`src/rtl/refdiv_pkg.sv`:
```
package refdiv_pkg;
  localparam int CODE_W    = 3;
  localparam int NUM_PORTS = 4;

  typedef struct packed {
    logic test_en;
    logic drive_off;
    logic pump_dis;
  } ctrl_t;
endpackage

```
`src/rtl/refdiv_counter.sv`:
```
module refdiv_counter #(
  parameter int CODE_W = 3
) (
  input  logic              clk,
  input  logic              rst_n,
  input  logic [CODE_W-1:0] code,
  output logic              pulse
);
  localparam int CNT_W = 2 ** CODE_W;

  logic [CNT_W-1:0] cnt;
  logic [CODE_W:0]  shamt;
  logic [CNT_W:0]   span;
  logic [CNT_W:0]   last_full;
  logic [CNT_W-1:0] last_cnt;

  always_comb begin
    shamt     = {1'b0, code} + {{CODE_W{1'b0}}, 1'b1};
    span      = {{CNT_W{1'b0}}, 1'b1} << shamt;
    last_full = span - {{CNT_W{1'b0}}, 1'b1};
    last_cnt  = last_full[CNT_W-1:0];
  end

  always_ff @(posedge clk or negedge rst_n) begin
    if (!rst_n) begin
      cnt   <= '0;
      pulse <= 1'b0;
    end else if (cnt >= last_cnt) begin
      cnt   <= '0;
      pulse <= 1'b1;
    end else begin
      cnt   <= cnt + 1'b1;
      pulse <= 1'b0;
    end
  end

  AST_PULSE_SINGLE: assert property (@(posedge clk) disable iff (!rst_n)
    pulse |=> !pulse);
  AST_COUNT_RESTART: assert property (@(posedge clk) disable iff (!rst_n)
    pulse |-> (cnt == '0));
endmodule

```
`src/rtl/refdiv_port_mux.sv`:
```
module refdiv_port_mux
  import refdiv_pkg::*;
#(
  parameter int PORTS = NUM_PORTS
) (
  input  ctrl_t            ctrl,
  input  logic [PORTS-1:0] bits,
  input  logic             fpd_half,
  input  logic             comp,
  output logic [PORTS-1:0] sink,
  output logic             pump_en,
  output logic             drive_en,
  output logic             err
);
  logic route;

  always_comb begin
    err      = ctrl.test_en & ctrl.pump_dis;
    route    = ctrl.test_en & ~ctrl.pump_dis;
    pump_en  = ~ctrl.pump_dis;
    drive_en = ~ctrl.drive_off;
  end

  assign sink[0] = route ? fpd_half : bits[0];
  assign sink[1] = route ? comp     : bits[1];

  generate
    for (genvar i = 2; i < PORTS; i++) begin : g_static
      assign sink[i] = bits[i];
    end
  endgenerate
endmodule

```
`src/rtl/refdiv_port_router.sv`:
```
module refdiv_port_router
  import refdiv_pkg::*;
(
  input  logic                 clk,
  input  logic                 rst_n,
  input  logic [CODE_W-1:0]    ratio_code,
  input  logic                 test_en,
  input  logic                 drive_off,
  input  logic                 pump_dis,
  input  logic [NUM_PORTS-1:0] port_bits,
  input  logic                 fpd_half,
  output logic                 comp_pulse,
  output logic [NUM_PORTS-1:0] port_sink,
  output logic                 pump_en,
  output logic                 drive_en,
  output logic                 mode_err
);
  ctrl_t ctrl;
  assign ctrl = '{test_en: test_en, drive_off: drive_off, pump_dis: pump_dis};

  refdiv_counter #(.CODE_W(CODE_W)) u_div (
    .clk   (clk),
    .rst_n (rst_n),
    .code  (ratio_code),
    .pulse (comp_pulse)
  );

  refdiv_port_mux #(.PORTS(NUM_PORTS)) u_mux (
    .ctrl     (ctrl),
    .bits     (port_bits),
    .fpd_half (fpd_half),
    .comp     (comp_pulse),
    .sink     (port_sink),
    .pump_en  (pump_en),
    .drive_en (drive_en),
    .err      (mode_err)
  );

  AST_NORMAL_PORTS: assert property (@(posedge clk) disable iff (!rst_n)
    !test_en |-> (port_sink == port_bits));
  AST_TEST_ROUTE: assert property (@(posedge clk) disable iff (!rst_n)
    (test_en && !pump_dis) |-> (port_sink[1] == comp_pulse && port_sink[0] == fpd_half));
  AST_PUMP_OFF: assert property (@(posedge clk) disable iff (!rst_n)
    pump_dis |-> !pump_en);
  AST_DRIVE_OFF: assert property (@(posedge clk) disable iff (!rst_n)
    drive_off |-> !drive_en);
  AST_ILLEGAL_HOLD: assert property (@(posedge clk) disable iff (!rst_n)
    (test_en && pump_dis) |-> (mode_err && port_sink == port_bits));
endmodule

```
`config.mk`:
```
export PLATFORM = sky130hd
export DESIGN_NAME = refdiv_port_router
export DESIGN_NICKNAME = d
export VERILOG_FILES = /design/src/rtl/refdiv_pkg.sv /design/src/rtl/refdiv_counter.sv /design/src/rtl/refdiv_port_mux.sv /design/src/rtl/refdiv_port_router.sv
export SDC_FILE = /design/constraint.sdc
export NUM_CORES = 1
export LEC_CHECK = 0
export BUFFER_PORTS_ARGS = -buffer_cell sky130_fd_sc_hd__buf_4
export CAP_MARGIN = 20
export CORE_AREA = 5 5 51 64
export DETAILED_ROUTE_END_ITERATION = 8
export DIE_AREA = 0 0 56 69
export GPL_TIMING_DRIVEN = 1
export PLACE_DENSITY = 0.55
export REMOVE_ABC_BUFFERS = 1
export SLEW_MARGIN = 30
export SYNTH_ARGS = -nofsm -noshare
export SYNTH_HDL_FRONTEND = slang
export SYNTH_SLANG_ARGS = --single-unit
```
`constraint.sdc`:
```
create_clock -name clk -period 3.35 [get_ports clk]
set_input_delay 0.1675 -clock clk [delete_from_list [all_inputs] [get_ports clk]]
set_output_delay 0.1675 -clock clk [all_outputs]
set_load 0.02 [all_outputs]
```
# Yosys cells after proc, flatten, opt, wreduce, memory -nomap -nowiden
# Index checks and enable logic that the tools add are counted.
dict set report op_classes {
  muxes 4
  shift 1
  mul 0
  div_mod_pow 0
  eq_ne 0
  n_bitwise 4
  addsub 3
  reduce_logical 0
  n_lt_le_gt_ge 1
}
# cell n
set ops {}
lappend ops {{$add A8 B1 Y8 const B} 1}
lappend ops {{$ge A8 B8 Y1} 1}
lappend ops {{$mux W8} 1}
lappend ops {{$shl A1 B4 Y8 const A} 1}
lappend ops {{$sub A8 B1 Y8 const B} 1}
lappend ops {{$add A3 B1 Y4 const B} 1}
lappend ops {{$mux W1} 3}
lappend ops {{$and A1 B1 Y1} 2}
lappend ops {{$not A1 Y1} 2}
dict set report totals {
  memories 0
  romBits 0
  wordCells 15
  mem_bits_rw 0
  output_inout_bits 8
  latchBits 0
  input_bits 13
  regBits 9
}

# Logic depth before layout (Yosys ltp)
dict set report depth {
  ltp_word 5
  ltp_mapped 13
  mapped_depth_nobuf 12
}

# Modules after synthesis
# From an unflattened synthesis, not the netlist that was laid out.
dict set report unflattened {
  hier_cells 64
  hier_area_um2 663.1
}
# module cells_each seq_area_each_um2 area_per_inst_um2 instances
set by_module_without_submodules {}
lappend by_module_without_submodules {refdiv_counter 56 225.2 589.3 1}
lappend by_module_without_submodules {refdiv_port_mux 8 0.0 73.8 1}

# Least setup slack after synthesis
# Ideal clock, no wire load.
dict set report synth_path {
  path_kind {in2reg}
  start {input port ratio_code[0]}
  end {register u_div.cnt[2]}
  setup_time_ns 0.139
  arrival_time_ns 2.092
  path_slack_ns 1.119
  cell_stages 12
  required_ns 3.211
  n_path_buf 1
  path_cell_list {clkbuf_1 nor3_1 inv_1 ha_1 nor2_1 nand2_1 nand2_1 a22oi_1 ha_1 nand2_1 o41ai_4 nor2_1}
}
dict set report synth_via {
  elab_chain_cells 5
}
# item line_no
set synth_lines {}
lappend synth_lines {{start, declared} refdiv_port_router.sv:6} ;# input logic [CODE_W-1:0] ratio_code,
lappend synth_lines {{$add A3 B1 Y4} refdiv_counter.sv:18} ;# shamt = {1'b0, code} + {{CODE_W{1'b0}}, 1'b1};
lappend synth_lines {{$shl A1 B4 Y8} refdiv_counter.sv:19} ;# span = {{CNT_W{1'b0}}, 1'b1} << shamt;
lappend synth_lines {{$sub A8 B1 Y8} refdiv_counter.sv:20} ;# last_full = span - {{CNT_W{1'b0}}, 1'b1};
lappend synth_lines {{$ge A8 B8 Y1} refdiv_counter.sv:28} ;# end else if (cnt >= last_cnt) begin
lappend synth_lines {{$mux W8} refdiv_counter.sv:28}
lappend synth_lines {{end signal, assigned} refdiv_counter.sv:32} ;# cnt <= cnt + 1'b1;
lappend synth_lines {{end, declared} refdiv_counter.sv:11} ;# logic [CNT_W-1:0] cnt;
# No other way between the ends.

# Final worst setup path
dict set report layout_path {
  start {input port ratio_code[0]}
  end {register u_div.cnt[7]}
}
# The elaborated chain is that of the path after synthesis.

==> results.md <==
- Switching pwr: 0.2200 mW
- Post-placement worst setup slack: 0.9035 ns
- Clock share of power: 0.151
- Commonest non-fill, non-tap cell in the layout: buf_4
- Overflow after GRT: 0
- Global Route Usage Sum: 0.08549
- Routed length per instance: 10.90 um
- Setup-failing EPs final: 0
- Sequential fraction of design power: 0.348
- Fmax: 459.4 MHz
- Register Area: 225.2 um^2
- Slew headroom: 0.6408
- Die X: 56 um
- Sw Share: 0.4047
- VDD IR max: 0.3276 mV
- Final non-filler cell total: 132
- DR DRC count: 0
- Post-synth cell types: 24
- Setup_tns: 0 ns
- Worst Max-Slew Pin Slew: 0.5369 ns
- Final core occ: 0.3506
- Num ports: 21
- IO Port Bufs: 16
- Mapped Cells: 81
- Clock root cell: clkbuf_4
- Combinational Power Share: 0.501
- Final period util: 0.6498
- Share of layout cells above drive strength 1: 0.2449
- Overall Power: 0.5436 mW
- Pin count of the biggest net entering global routing: 10
- Core Area: 2601 um^2
- Internal power: 0.3236 mW
- ANT cells: 0
- Clock tree buffer depth: 2
- Area of the multi-input gates: 469.2 um^2
- Routability cong.: 0.6692
- Final nets: 122
- Seq cells post-synth: 9
- Pre-Repair DR Iteration Count: 2
- First-pass GRT wire length: 2.580 mm
- Clk_lat worst skew: 0.26 ns
- Vias in the first global route: 556
- Final Routed Wirelength: 1.439 mm
- Most frequent cells in the layout: buf_4 (16), nor2_1 (13), ha_1 (10)
- Number of max-cap violations: 0
- Data arrival time of the critical path: 2.30 ns
- Die ar.: 3864 um^2
- CTS tree: yes
- Die height: 69 um
- Layout fillers: 269
- PnR worst setup slack: 1.173 ns
- Initial DRC count: 9
- Vias: 577
- Tmin final: 2.177 ns
- Required @ worst endpoint: 3.47 ns
- Placed wire-length estimate: 1.223 mm
- Final-report hold violation count: 0
- Crit start category: primary input
- Placed insts: 127
- Post-Syn Area per Cell: 9.083 um^2
- Min-Delay Path Class: in2async
- Worst setup EP type: flip-flop
- # H-tree levels: 1
- Initial Utilization: 0.2828
- Initial antenna violation count: 0
- Post-DRT Antenna Nets: 0
- Crit-path max FO: 9
- Status: finished clean
- RSZ-0062 raised after global routing: false
- Num CTS Buffers: 3
- Post-Syn Area: 735.7 um^2
- P_leak: 0.4507 nW
- Max Slew Vio Count: 0
- CTS Sinks: 9
- Cell Rows: 21
- Synth Warn #: 0
- Drt via density: 4.371
- Pwr per Cell Area: 596.0 nW/um^2
- Area grow syn2layout: 23.98%
- Final Skew: 0.001412 ns
- Seq/Total Area, Yosys: 0.3061
- Setup CP Type: in2reg
- Clock slew at reported path FFs: 0.06 ns
==> worst max-delay path, stage by stage <==
cell,delay [ns]
buf_4,0.14
nor3_1,0.23
inv_1,0.07
ha_1,0.27
nor2_1,0.11
nand2_1,0.06
nand2_1,0.05
a22oi_1,0.09
ha_1,0.30
nand2_1,0.09
o41ai_4,0.59
nor2_1,0.12
==> power groups by stage <==
stage               clock network (mW)  logic (mW)  registers [mW]
CTS                             0.0865       0.279           0.191
floorplan                            0       0.212           0.184
finish                          0.0820       0.272           0.189
global route                    0.0911       0.303           0.198
global placement                     0       0.265           0.193
detailed placement                   0       0.276           0.193
==> final cells by class <==
class	instances	share of cell area
Multi-Input combinational cell	63	0.5144
Tap cell	34	0.04664
Timing Repair Buffer	17	0.1427
Sequential cell	9	0.2469
Clock buffer	4	0.02881
Inverter	5	0.02058
==> kinds of logic after synthesis <==
kind of cell	count (synthesis)	share of synthesized area
simple gates	31	0.1888
other cells	1	0.005097
mux	2	0.03061
buf+inv	10	0.06122
xor+xnor	7	0.08333
flops	9	0.3061
compound gates	11	0.1548
fa+ha+maj	10	0.1701
==> flip-flops by register name, indices dropped and copies added (netlist names) <==
| signal | cells |
|---|---|
| u_div.pulse | 1 |
| u_div.cnt | 8 |
==> synth_stat cells (all sizes together) <==
library cell | number | area (um^2)
nor2 | 13 | 48.80
ha | 10 | 125.1
dfrtp | 9 | 225.2
nand2 | 9 | 33.78
inv | 5 | 18.77
nand3 | 4 | 20.02
xor2 | 4 | 35.03
a21oi | 3 | 15.01
clkbuf | 3 | 11.26
xnor2 | 3 | 26.28
buf | 2 | 15.01
mux2 | 2 | 22.52
nor3 | 2 | 10.01
o21a | 2 | 15.01
a2111oi | 1 | 27.53
a22oi | 1 | 7.510
a32oi | 1 | 8.760
and2 | 1 | 6.260
and3 | 1 | 6.260
conb | 1 | 3.750
nand2b | 1 | 13.76
o21ai | 1 | 5.000
o21bai | 1 | 7.510
o41ai | 1 | 27.53
==> routing by layer <==
metal	track usage	up-vias	wire length [um]
met1	0.09226	263	594
met5	0	-	0
li1	-	302	-
met3	0.01493	5	37
met4	0.05541	0	37
met2	0.1495	7	769
==> what timing repair did <==
item / in CTS / in global routing
setup buffers: 0 / 0
endpoints found under the setup margin: 0 / 0
resized for setup: 0 / 0
hold buffers: 1 / 0
hold endpoints to repair: 9 / 0
==> per-stage QoR <==
stage | instance area [um^2] | hold WS, ns
after floorplan | 713.2 | -0.1281
after global placement | 875.8 | -0.003735
after detailed placement | 875.8 | -0.004478
after CTS | 912.1 | 0.2680
after global routing | 912.1 | 0.2799
final | 912.1 | 0.2648
==> worst paths after layout <==
kind	from	end	slack, ns	depth (start not counted)
max in group asynchronous	rst_n	u_div.cnt[6]	2.95	2
min in group clk	port_bits[2]	port_sink[2]	0.34	0
worst min register to register	u_div.cnt[0]	u_div.cnt[0]	0.49	1
worst max register to register	u_div.cnt[0]	u_div.cnt[7]	1.64	6
worst min-delay path	rst_n	u_div.cnt[0]	0.26	2
worst max-delay path	ratio_code[0]	u_div.cnt[7]	1.17	12
No activity file was read; power rests on OpenSTA's default activity.
